**config.mk**
```make
export PLATFORM = sky130hd
export DESIGN_NAME = cke_pd_sequencer
export DESIGN_NICKNAME = d
export VERILOG_FILES = /design/src/rtl/ckeseq_pkg.sv /design/src/rtl/ckeseq_timer.sv /design/src/rtl/ckeseq_ctrl.sv /design/src/rtl/cke_pd_sequencer.sv
export SDC_FILE = /design/constraint.sdc
export NUM_CORES = 1
export LEC_CHECK = 0
export BUFFER_PORTS_ARGS = -buffer_cell sky130_fd_sc_hd__buf_2
export CORE_AREA = 4 4 74 76
export CTS_CLUSTER_SIZE = 8
export DETAILED_ROUTE_END_ITERATION = 8
export DIE_AREA = 0 0 78 80
export GPL_ROUTABILITY_DRIVEN = 0
export GPL_TIMING_DRIVEN = 1
export HOLD_SLACK_MARGIN = 0.02
export PLACE_DENSITY = 0.44
export SLEW_MARGIN = 20
export SYNTH_ARGS = -nofsm -noshare
export SYNTH_HDL_FRONTEND = slang
export SYNTH_SLANG_ARGS = --single-unit
```
**constraint.sdc**
```tcl
create_clock -name clk -period 2.6 [get_ports clk]
set_input_delay 0.52 -clock clk [delete_from_list [all_inputs] [get_ports clk]]
set_output_delay 0.52 -clock clk [all_outputs]
set_load 0.01 [all_outputs]
```
**src/rtl/ckeseq_pkg.sv**
```systemverilog
package ckeseq_pkg;

  typedef enum logic [2:0] {
    ST_RUN       = 3'd0,
    ST_SUSPEND   = 3'd1,
    ST_POWERDOWN = 3'd2,
    ST_EXIT_WAIT = 3'd3,
    ST_GAP       = 3'd4
  } seqState_t;

  // strobes from control to the timing datapath
  typedef struct packed {
    logic lowRun;     // clock enable is low this cycle
    logic waitRun;    // waiting out the power-down exit time
    logic setUrgent;  // watchdog forced an exit
    logic clrUrgent;  // client released both requests while running
  } seqStrobe_t;

endpackage

```
**src/rtl/ckeseq_timer.sv**
```systemverilog
module ckeseq_timer
  import ckeseq_pkg::*;
#(
  parameter int LOW_MAX    = 1000,
  parameter int PDE_CYCLES = 2,
  localparam int LOW_W     = $clog2(LOW_MAX + 1),
  localparam int WAIT_W    = $clog2(PDE_CYCLES + 1)
) (
  input  logic       clk,
  input  logic       rst,
  input  seqStrobe_t strobe,
  output logic       lowExpired,
  output logic       waitDone,
  output logic       urgent
);

  logic [LOW_W-1:0]  lowCnt;
  logic [WAIT_W-1:0] waitCnt;

  always_ff @(posedge clk) begin
    if (rst || !strobe.lowRun) lowCnt <= '0;
    else                       lowCnt <= lowCnt + 1'b1;
  end

  always_ff @(posedge clk) begin
    if (rst || !strobe.waitRun) waitCnt <= '0;
    else                        waitCnt <= waitCnt + 1'b1;
  end

  always_ff @(posedge clk) begin
    if (rst)                   urgent <= 1'b0;
    else if (strobe.setUrgent) urgent <= 1'b1;
    else if (strobe.clrUrgent) urgent <= 1'b0;
  end

  assign lowExpired = strobe.lowRun  && (lowCnt  == LOW_W'(LOW_MAX - 1));
  assign waitDone   = strobe.waitRun && (waitCnt == WAIT_W'(PDE_CYCLES - 1));

  // a forced exit always leaves the urgent flag set on the next cycle
  assert_urgent_sets_R9: assert property (@(posedge clk) disable iff (rst)
    strobe.setUrgent |=> urgent);

endmodule

```
**src/rtl/ckeseq_ctrl.sv**
```systemverilog
module ckeseq_ctrl
  import ckeseq_pkg::*;
(
  input  logic       clk,
  input  logic       rst,
  input  logic       suspReq,
  input  logic       pdReq,
  input  logic       banksIdle,
  input  logic       burstActive,
  input  logic       lowExpired,
  input  logic       waitDone,
  input  logic       urgent,
  output seqStrobe_t strobe,
  output logic       suspAck,
  output logic       pdAck,
  output logic       cke,
  output logic       cmdAllowed
);

  seqState_t state, nextState;
  logic      forceExit;

  always_comb begin
    nextState = state;
    forceExit = 1'b0;
    unique case (state)
      ST_RUN: begin
        if (!urgent && suspReq && burstActive)
          nextState = ST_SUSPEND;
        else if (!urgent && pdReq && banksIdle && !burstActive)
          nextState = ST_POWERDOWN;
      end
      ST_SUSPEND: begin
        if (lowExpired) begin
          nextState = ST_GAP;
          forceExit = 1'b1;
        end else if (!suspReq) begin
          nextState = ST_GAP;
        end
      end
      ST_POWERDOWN: begin
        if (lowExpired) begin
          nextState = ST_EXIT_WAIT;
          forceExit = 1'b1;
        end else if (!pdReq) begin
          nextState = ST_EXIT_WAIT;
        end
      end
      ST_EXIT_WAIT: if (waitDone) nextState = ST_GAP;
      ST_GAP:       nextState = ST_RUN;
      default:      nextState = ST_RUN;
    endcase
  end

  always_ff @(posedge clk) begin
    if (rst) state <= ST_RUN;
    else     state <= nextState;
  end

  always_comb begin
    strobe.lowRun    = (state == ST_SUSPEND) || (state == ST_POWERDOWN);
    strobe.waitRun   = (state == ST_EXIT_WAIT);
    strobe.setUrgent = forceExit;
    strobe.clrUrgent = (state == ST_RUN) && !suspReq && !pdReq;
  end

  assign suspAck    = (state == ST_SUSPEND);
  assign pdAck      = (state == ST_POWERDOWN);
  assign cke        = !strobe.lowRun;
  assign cmdAllowed = (state == ST_RUN);

  // a qualified suspend request is taken at the next edge
  assert_susp_entry_R2: assert property (@(posedge clk) disable iff (rst)
    (cmdAllowed && !urgent && suspReq && burstActive) |=> (suspAck && !cke));

  // power-down is never taken with a bank open
  assert_pd_busy_ignored_R4: assert property (@(posedge clk) disable iff (rst)
    (cmdAllowed && pdReq && !banksIdle && !(suspReq && burstActive)) |=> !pdAck);

  // a suspend exit leaves exactly one blocked cycle
  assert_susp_gap_R6: assert property (@(posedge clk) disable iff (rst)
    ($rose(cke) && $past(suspAck)) |-> (!cmdAllowed ##1 cmdAllowed));

  // a power-down exit blocks commands on the first high cycle
  assert_pd_exit_blocks_R7: assert property (@(posedge clk) disable iff (rst)
    ($rose(cke) && $past(pdAck)) |-> !cmdAllowed);

  // urgent blocks a fresh low phase
  assert_urgent_blocks_R10: assert property (@(posedge clk) disable iff (rst)
    (cmdAllowed && urgent) |=> cke);

endmodule

```
**src/rtl/cke_pd_sequencer.sv**
```systemverilog
module cke_pd_sequencer
  import ckeseq_pkg::*;
#(
  parameter int CLK_KHZ       = 133000,
  parameter int REFRESH_MS    = 64,
  parameter int URGENT_MARGIN = 4096,
  parameter int PDE_CYCLES    = 2
) (
  input  logic clk,
  input  logic rst,
  input  logic suspReq,
  input  logic pdReq,
  input  logic banksIdle,
  input  logic burstActive,
  output logic suspAck,
  output logic pdAck,
  output logic cke,
  output logic cmdAllowed,
  output logic refreshUrgent
);

  localparam int REFRESH_CYCLES = CLK_KHZ * REFRESH_MS;
  localparam int LOW_MAX        = REFRESH_CYCLES - URGENT_MARGIN;
  localparam int RUN_W          = $clog2(REFRESH_CYCLES + 1);

  seqStrobe_t strobe;
  logic       lowExpired, waitDone, urgent;

  ckeseq_ctrl u_ctrl (
    .clk        (clk),
    .rst        (rst),
    .suspReq    (suspReq),
    .pdReq      (pdReq),
    .banksIdle  (banksIdle),
    .burstActive(burstActive),
    .lowExpired (lowExpired),
    .waitDone   (waitDone),
    .urgent     (urgent),
    .strobe     (strobe),
    .suspAck    (suspAck),
    .pdAck      (pdAck),
    .cke        (cke),
    .cmdAllowed (cmdAllowed)
  );

  ckeseq_timer #(
    .LOW_MAX   (LOW_MAX),
    .PDE_CYCLES(PDE_CYCLES)
  ) u_timer (
    .clk       (clk),
    .rst       (rst),
    .strobe    (strobe),
    .lowExpired(lowExpired),
    .waitDone  (waitDone),
    .urgent    (urgent)
  );

  assign refreshUrgent = urgent;

  // independent count of consecutive low cycles on the pin
  logic [RUN_W-1:0] ckeLowRun;
  always_ff @(posedge clk) begin
    if (rst || cke)                                    ckeLowRun <= '0;
    else if (ckeLowRun != RUN_W'(REFRESH_CYCLES))      ckeLowRun <= ckeLowRun + 1'b1;
  end

  // never low beyond the watchdog limit, and so never past the refresh interval
  assert_cke_limit_R8: assert property (@(posedge clk) disable iff (rst)
    !cke |-> (ckeLowRun < RUN_W'(LOW_MAX)));

endmodule

```
==> reports/qor.csv, run 1 <==
stage,metric,value,unit
worst_setup_path,r2r_slack,350,ps
timing,drv_slew,0,
pwr,p_per_area,623,nW/um^2
logic_synthesis,synth.avg_cell_area,8.28,sq um
route,dr.pass1.iters,4,
clocking,cts_made_buffers,5,
route,wire_per_inst,11.5,um
worst_setup_path,critPathLaunch,u_timer.lowCnt[19],
logic_synthesis,synth_edf_count,0,
route,drt-total-wl,2840,um
logic_synthesis,syn_area,1400,sq um
global_route,grt_overflow,0,
route,first_iter_violations,38,
timing,setup_violations,0,
die,coreArea,4720,sq um
timing,setup_ws,345,ps
layout,num-fill-cells,504,
route,vias,1190,
status,status,completed,
layout,finalNetCount,187,
route,drc,0,
worst_setup_path,start_kind,flop,
worst_setup_path,required,2770,ps
hold_path,hp-class,flop to flop,
layout,final_cell_mix,"30 x dfxtp_1, 28 x nor2_1, 13 x xnor2_1",
logic_synthesis,synth_top_area_share,0.429,
clocking,clock_path_buffers,2,
global_route,grt_pass1_vias,1147,
worst_setup_path,rr_worst_depth,5,
worst_setup_path,reg2reg_to,u_ctrl.state[1],
pwr,power_leakage,0.517,nW
clocking,post_cts_resized,0,
worst_setup_path,crit_type,flop to flop,
clocking,clk_latency,270,ps
worst_setup_path,critPathMaxFanout,5,
route,ant_nets,0,
layout,drive_above_1_share,0.139,
clocking,cts_tree,yes,
logic_synthesis,ys_dominant_reg_cell,dfxtp_1,
die,die_h,80,um
timing,hold_viol,0,
job,maxCapViolations,0,
global_route,met2_usage,0.170,
timing,slew_headroom,0.683,
worst_setup_path,cp.arrival,2420,ps
worst_setup_path,r2r_start,u_timer.lowCnt[19],
clocking,htreeDepth,2,
worst_setup_path,critPathCaptureType,flop,
place,pre_cts_slack,342,ps
die,die-area,6240,sq um
timing,max_freq,0.443,GHz
timing,fin_skew,7.47,ps
logic_synthesis,yosys_warnings,0,
die,rows,25,
global_route,antenna_found_initial,0,
logic_synthesis,yosysTopAreaCell,dfxtp_1,
place,hpwl,2050,um
clocking,cts_root_buffer,clkbuf_8,
timing,hold_ws,423,ps
logic_synthesis,ys_seq_area_frac,0.429,
timing,tns,0,ps
timing,period_minus_slack,2250,ps
logic_synthesis,syn_nets,177,
layout,final_common_cell,dfxtp_1,
layout,area_delta_synth_final,14.2,%
route,vias_per_cell,4.82,
place,port_buffers,10,
global_route,grt_max_degree,25,
die,io_pins,11,
worst_setup_path,endpoint,u_ctrl.state[1],
timing,fin_crit_sh,0.867,
clocking,post_cts_buffers,0,
die,initial_utilization,0.296,
layout,insertedDiodeCount,0,
global_route,busiest_layer,met2,
die,dieWidth,78,um
global_route,grt.total_usage,0.102,
logic_synthesis,synth_seq_cells,30,
clocking,postCtsHoldBufs,0,
global_route,grt_use_met1,0.120,
logic_synthesis,synth.distinct_cells,30,
clocking,path_clk_slew,70,ps
global_route,grt_pass1_wl,5000,um
timing,worstMarginPinSlew,476,ps
pwr,irDropWorstVdd,306,uV
timing,rsz0062_at_grt,no,
logic_synthesis,async_flop_share,0,
global_route,gr-usage-met3,0.0361,
logic_synthesis,synth_cells,169,
logic_synthesis,synth.top_cells.by_area,"dfxtp_1 43%, xnor2_1 8.1%, nor2_1 7.5%",
clocking,numClockSinks,30,
==> flip-flops by register name (all words and copies together), names as in the netlist <==
name,flops
u_timer.lowCnt,24
u_timer.urgent,1
u_ctrl.state,3
u_timer.waitCnt,2
==> per-stage QoR <==
stage           util  cell area [sq um]  std cells  power (mW)
4_1_cts        0.338               1600        247        1.01
6_report       0.338               1600        247       0.995
3_3_place_gp   0.318               1500        239       0.615
5_1_grt        0.338               1600        247        1.06
2_1_floorplan      -               1400        169       0.583
3_5_place_dp   0.318               1500        239       0.618
==> cells by family (layout without fill, tap and decap cells) <==
| kind of cell | count (synthesis) | count (layout) | synth area share |
|---|---|---|---|
| adders and majority gates | 2 | 2 | 0.0179 |
| and+or+nand+nor | 84 | 84 | 0.316 |
| buffers and inverters | 16 | 27 | 0.0483 |
| xor gates and xnor gates | 18 | 18 | 0.113 |
| DFF | 30 | 30 | 0.429 |
| AOI/OAI and AO/OA | 19 | 19 | 0.0760 |
==> cell type report <==
| cell class | instances | area (sq um) | share of cell area |
|---|---|---|---|
| Clock buffer | 6 | 82.6 | 0.0517 |
| Clock inverter | 2 | 12.5 | 0.00783 |
| Inverter | 8 | 30.0 | 0.0188 |
| Multi-Input combinational cell | 123 | 731 | 0.457 |
| Sequential cell | 30 | 601 | 0.376 |
| Tap cell | 67 | 83.8 | 0.0525 |
| Timing Repair Buffer | 11 | 57.6 | 0.0360 |
==> cells in the mapped netlist (2+ instances only) <==
library cell	count
dfxtp_1	30
nor2_1	28
xnor2_1	13
nand2_1	11
nor3_1	11
nand3_1	9
a21oi_1	8
inv_1	8
o21ai_0	8
clkbuf_1	7
or3_1	5
xor2_1	5
nand4_1	4
and3_1	2
and4_1	2
ha_1	2
nor2b_1	2
nor4_1	2
==> critical path, cell delays in order (launching register included) <==
cell and delay (ps):
dfxtp_1 360, or4_1 540, or4_4 500, nor4_4 340, o22ai_1 170, o221a_1 250
==> metal layers <==
layer  share of wire  up-vias  wire (um)
li1                -      601          -
met1            0.47      553       1330
met2            0.46       32       1300
met4           0.011        0         31
met3           0.062        4        177
met5               0        -          0
==> report_power, final <==
group / internal, mW / leakage (nW) / switching [mW]
combinational: 0.0415 / 0.228 / 0.0762
clock: 0.212 / 0.0472 / 0.175
sequential: 0.471 / 0.242 / 0.0181
==> worst min path at each step <==
stage / startpoint / endpoint / slack [ps] / cells after the start
6_report: u_timer.waitCnt[0] / u_timer.waitCnt[0] / 420 / 1
3_3_place_gp: u_timer.waitCnt[0] / u_timer.waitCnt[0] / 410 / 1
4_1_cts: u_timer.waitCnt[0] / u_timer.waitCnt[0] / 430 / 1
5_1_grt: u_timer.waitCnt[0] / u_timer.waitCnt[0] / 450 / 1
2_1_floorplan: u_timer.waitCnt[0] / u_timer.waitCnt[0] / 400 / 1
3_5_place_dp: u_timer.waitCnt[0] / u_timer.waitCnt[0] / 420 / 1
No activity file was read; power rests on OpenSTA's default activity.
==> inputs of run 2 (changes only) <==
clock period = 2.37 ns   (was 2.6 ns; I/O delays follow)
==> run 2 against run 1 <==
Effect of this change:
- power increased by 11%
- highest routed layer unchanged
- sequential share of layout area is the same
- non-clock buffer count unchanged
==> reports/qor.csv, run 2 (synthesized netlist as in run 1, its figures left out) <==
stage,metric,value,unit,change
worst_setup_path,critPathMaxFanout,5,,unchanged
hold_path,worstHoldPathCells,2,,+1
worst_setup_path,start_kind,flop,,
layout,final_common_cell,dfxtp_1,,
timing,hold_viol,0,,unchanged
worst_setup_path,crit_type,flop to flop,,
worst_setup_path,rr_worst_depth,5,,unchanged
hold_path,hp-start,rst,,
global_route,antenna_found_initial,0,,unchanged
timing,fin_crit_sh,0.928,,+0.0612
clocking,path_clk_slew,70,ps,about the same
route,drt-total-wl,2950,um,+3.8%
layout,insertedDiodeCount,0,,unchanged
layout,num-fill-cells,500,,-0.79%
job,maxCapViolations,0,,unchanged
route,vias,1158,,-2.7%
clocking,post_cts_buffers,0,,unchanged
layout,largest_register_ffs,24,,unchanged
route,ant_nets,0,,unchanged
pwr,p_per_area,690,nW/um^2,+11%
route,first_iter_violations,36,,-5.3%
die,coreArea,4720,sq um,unchanged
clocking,numClockSinks,30,,unchanged
place,port_buffers,10,,unchanged
timing,hold_ws,415,ps,-8.12 ps
die,rows,25,,unchanged
layout,final_cell_mix,"30 x dfxtp_1, 28 x nor2_1, 13 x xnor2_1",,
hold_path,hp-class,primary input to flop,,
worst_setup_path,reg2reg_to,u_ctrl.state[1],,
layout,stdcell_count,247,,unchanged
layout,drive_above_1_share,0.139,,unchanged
place,pre_cts_slack,104,ps,-238 ps
clocking,clock_path_buffers,2,,unchanged
timing,setup_violations,0,,unchanged
global_route,grt_pass1_vias,1139,,-0.70%
layout,finalNetCount,187,,unchanged
global_route,grt_overflow,0,,unchanged
timing,tns,0,ps,unchanged
worst_setup_path,crit_chain,"or4_1, or4_4, nor4_4, o22ai_1, o221a_1",,
die,io_pins,11,,unchanged
layout,reg_top3,"u_timer.lowCnt x24, u_ctrl.state x3, u_timer.waitCnt x2",,
layout,design_area,1600,sq um,unchanged
die,dieWidth,78,um,unchanged
place,placed_area,1500,sq um,unchanged
clocking,clk_latency,280,ps,about the same
timing,fin_skew,7.31,ps,-0.163 ps
die,die-area,6240,sq um,unchanged
route,drc,0,,unchanged
timing,period_minus_slack,2200,ps,-54.3 ps
route,vias_per_cell,4.69,,-2.7%
layout,largest-register,u_timer.lowCnt,,
global_route,grt_max_degree,25,,unchanged
worst_setup_path,critPathMaxStageDelay,540,ps,about the same
hold_path,min_to,u_timer.urgent,,
layout,fin_util,0.338,,unchanged
clocking,htreeDepth,2,,unchanged
worst_setup_path,slowest_stage,or4_1,,
worst_setup_path,r2r_start,u_timer.lowCnt[19],,
clocking,cts_made_buffers,5,,unchanged
clocking,cts_root_buffer,clkbuf_8,,
worst_setup_path,r2r_slack,170,ps,-180 ps
global_route,grt_pass1_wl,5080,um,+1.7%
global_route,grt.total_usage,0.105,,+0.00343
timing,slew_headroom,0.683,,about the same
clocking,cts_tree,yes,,
worst_setup_path,cp.arrival,2380,ps,-40 ps
timing,setup_ws,170,ps,-176 ps
timing,rsz0062_at_grt,no,,
layout,area_delta_synth_final,14.2,%,unchanged
route,wire_per_inst,11.9,um,+3.8%
pwr,power_leakage,0.517,nW,unchanged
timing,worstMarginPinSlew,476,ps,-0.586 ps
timing,max_freq,0.454,GHz,+2.5%
worst_setup_path,required,2550,ps,-220 ps
worst_setup_path,critPathCaptureType,flop,,
timing,drv_slew,0,,unchanged
route,dr.pass1.iters,4,,unchanged
die,initial_utilization,0.296,,unchanged
place,dp.cells,239,,unchanged
die,die_h,80,um,unchanged
status,status,completed,,
pwr,p_total,1.10,mW,+11%
pwr,irDropWorstVdd,264,uV,-14%
place,hpwl,2010,um,-1.7%
-- run 2: cell counts in the layout (fill, tap and decap cells not counted) --
Identical to the previous run, type by type.
-- run 2: worst max-delay path by stage --
stage / start / endpoint / depth (start not counted)
4_1_cts: u_timer.lowCnt[19] / u_ctrl.state[1] / 5
6_report: u_timer.lowCnt[19] / u_ctrl.state[1] / 5
2_1_floorplan: u_timer.lowCnt[19] / u_ctrl.state[1] / 5
3_5_place_dp: u_timer.lowCnt[19] / u_ctrl.state[1] / 5
3_3_place_gp: u_timer.lowCnt[19] / u_ctrl.state[1] / 5
5_1_grt: u_timer.lowCnt[19] / u_ctrl.state[1] / 5
-- run 2: worst max-delay path, delay by kind of cell, from the launching register on --
| family | cells | cell delay (ps) |
|---|---|---|
| flip-flops | 1 | 350 |
| AO/OA/AOI/OAI | 2 | 420 |
| AND/OR/NAND/NOR | 3 | 1310 |
-- run 2: area by class of cell --
class / instances / area [sq um] / share of cell area
clock inverters: 2 / 12.5 / 0.00783
repair buffers: 11 / 57.6 / 0.0360
well taps: 67 / 83.8 / 0.0525
multi-input cells: 123 / 731 / 0.457
clock buffers: 6 / 82.6 / 0.0517
inverters: 8 / 30.0 / 0.0188
flip-flops and latches: 30 / 601 / 0.376
-- run 2: metal layers --
| metal | wire length [um] | vias up | track usage |
|---|---|---|---|
| met3 | 147 | 5 | 0.0395 |
| met1 | 1420 | 540 | 0.124 |
| li1 | - | 593 | - |
| met4 | 68 | 0 | 0.0577 |
| met2 | 1310 | 20 | 0.164 |
| met5 | 0 | - | 0 |
-- run 2: timing repair --
action	CTS	global route
endpoints found under the setup margin	0	1
gates resized for setup	0	0
hold buffers	0	0
-- run 2: power breakdown --
part           switching [mW]  internal (mW)  leakage [nW]
Clock                   0.203          0.233        0.0472
Sequential             0.0209          0.517         0.242
Combinational          0.0827         0.0455         0.228
Total                   0.307          0.796         0.517
==> inputs of run 3 (changes only) <==
CORE_AREA = 2 2 52 102   (was 4 4 74 76)
DIE_AREA = 0 0 54 104   (was 0 0 78 80)
==> run 3 against run 2 <==
Effect of this change:
- sequential share of layout area grew 0.21 points
- utilization shrank 1.2 points
- sequential power is essentially flat
- non-clock buffer count grew 1
- global-route usage grew 1.6 points
- maximum frequency shrank 2.2%
- critical endpoint unchanged
- largest cell class unchanged
==> reports/qor.csv, run 3 (synthesized netlist as in run 1, its figures left out) <==
stage,metric,value,unit,change
clocking,htreeDepth,2,,unchanged
pwr,power_leakage,0.523,nW,+1.0%
route,first_iter_violations,21,,-42%
worst_setup_path,critPathMaxStageDelay,540,ps,about the same
global_route,grt_pass1_vias,1154,,+1.3%
die,dieWidth,54,um,-31%
job,maxCapViolations,0,,unchanged
route,drc,0,,unchanged
die,die_h,104,um,+30%
global_route,grt.total_usage,0.121,,+0.0158
timing,setup_violations,0,,unchanged
worst_setup_path,required,2540,ps,about the same
die,die-area,5620,sq um,-10%
layout,largest_register_ffs,24,,unchanged
timing,fin_crit_sh,0.950,,+0.0211
die,initial_utilization,0.288,,-0.00861
layout,area_delta_synth_final,13.6,%,
route,wire_per_inst,12.1,um,+1.1%
timing,fin_skew,4.69,ps,-2.62 ps
timing,hold_viol,0,,unchanged
worst_setup_path,critPathTopFamily,simple AND/OR/NAND/NOR gates,,
worst_setup_path,crit_type,flop to flop,,
timing,rsz0062_at_grt,no,,
worst_setup_path,slowest_stage,or4_1,,
layout,insertedDiodeCount,0,,unchanged
route,vias_per_cell,4.92,,+4.9%
hold_path,hp-class,primary input to flop,,
layout,design_area,1590,sq um,-0.55%
worst_setup_path,critPathCaptureType,flop,,
route,vias,1171,,+1.1%
layout,final_common_cell,dfxtp_1,,
timing,period_minus_slack,2250,ps,+50.1 ps
route,ant_nets,0,,unchanged
worst_setup_path,worst-path-buf-inv,0,,unchanged
place,hpwl,2120,um,+5.4%
layout,reg_top3,"u_timer.lowCnt x24, u_ctrl.state x3, u_timer.waitCnt x2",,
layout,largest-register,u_timer.lowCnt,,
die,rows,36,,+44%
worst_setup_path,crit_chain,"or4_1, or4_4, nor4_4, o22ai_1, o221a_1",,
pwr,irDropWorstVdd,471,uV,+79%
status,status,completed,,
layout,drive_above_1_share,0.138,,-0.000767
clocking,postCtsHoldBufs,0,,unchanged
worst_setup_path,start_kind,flop,,
global_route,antenna_found_initial,0,,unchanged
clocking,cts_tree,yes,,
timing,slew_headroom,0.679,,-0.00355
global_route,grt_max_degree,25,,unchanged
clocking,post_cts_buffers,0,,unchanged
worst_setup_path,cp.arrival,2420,ps,+40 ps
timing,setup_ws,119,ps,-50.1 ps
die,io_pins,11,,unchanged
place,placed_area,1500,sq um,-0.33%
clocking,clock_path_buffers,2,,unchanged
layout,final_cell_mix,"30 x dfxtp_1, 28 x nor2_1, 13 x xnor2_1",,
global_route,grt_overflow,0,,unchanged
clocking,cts_made_buffers,5,,unchanged
die,coreArea,4860,sq um,+3.0%
timing,max_freq,0.444,GHz,-2.2%
pwr,p_total,1.09,mW,-1.3%
timing,worstMarginPinSlew,481,ps,+5.33 ps
global_route,grt_pass1_wl,4940,um,-2.7%
timing,tns,0,ps,unchanged
layout,finalNetCount,188,,+0.53%
timing,drv_slew,0,,unchanged
clocking,path_clk_slew,60,ps,about the same
place,port_buffers,10,,unchanged
route,drt-total-wl,2870,um,-2.6%
layout,fin_util,0.327,,-0.0116
clocking,numClockSinks,30,,unchanged
clocking,post_cts_resized,0,,unchanged
clocking,cts_root_buffer,clkbuf_8,,
pwr,p_per_area,685,nW/um^2,-0.74%
route,dr.pass1.iters,4,,unchanged
worst_setup_path,critPathMaxFanout,5,,unchanged
clocking,clk_latency,280,ps,about the same
place,pre_cts_slack,115,ps,+11.3 ps
==> run 3: changes by cell type in the layout (fill, tap and decap cells not counted), sizes merged <==
| cell | delta |
|---|---|
| buf | +1 |
| clkinvlp | -1 |
| clkbuf | +1 |
==> run 3: worst paths after layout <==
kind                      startpoint            endpoint  slack (ps)  depth (start not counted)
hold reg to reg   u_timer.waitCnt[0]  u_timer.waitCnt[0]         420                          1
setup / recovery  u_timer.lowCnt[19]     u_ctrl.state[1]         120                          5
setup reg to reg  u_timer.lowCnt[19]     u_ctrl.state[1]         120                          5
hold / removal                   rst      u_timer.urgent         420                          2
==> run 3: metrics by stage <==
stage          cells  hold WS, ps
6_report         238          417
5_1_grt          238          411
3_3_place_gp     230          408
2_1_floorplan    169          399
4_1_cts          238          405
3_5_place_dp     230          412
==> run 3: area by class of cell <==
class	count	area, sq um
Clock inverter	1	5.00
Tap cell	57	71.3
Inverter	8	30.0
Multi-Input combinational cell	123	731
Fill cell	546	3280
Timing Repair Buffer	12	65.1
Sequential cell	30	601
Clock buffer	7	86.3
==> run 3: power by group <==
part           internal [mW]  switching (mW)
registers              0.517          0.0215
logic                 0.0457          0.0811
clock network          0.234           0.189
total                  0.797           0.291
==> run 3: metal layers <==
layer	global-route usage	vias to the layer above	routed length, um
li1	-	598	-
met1	0.128	542	1160
met2	0.196	25	1520
met3	0.0273	6	107
met4	0.0893	0	83
met5	0	-	0
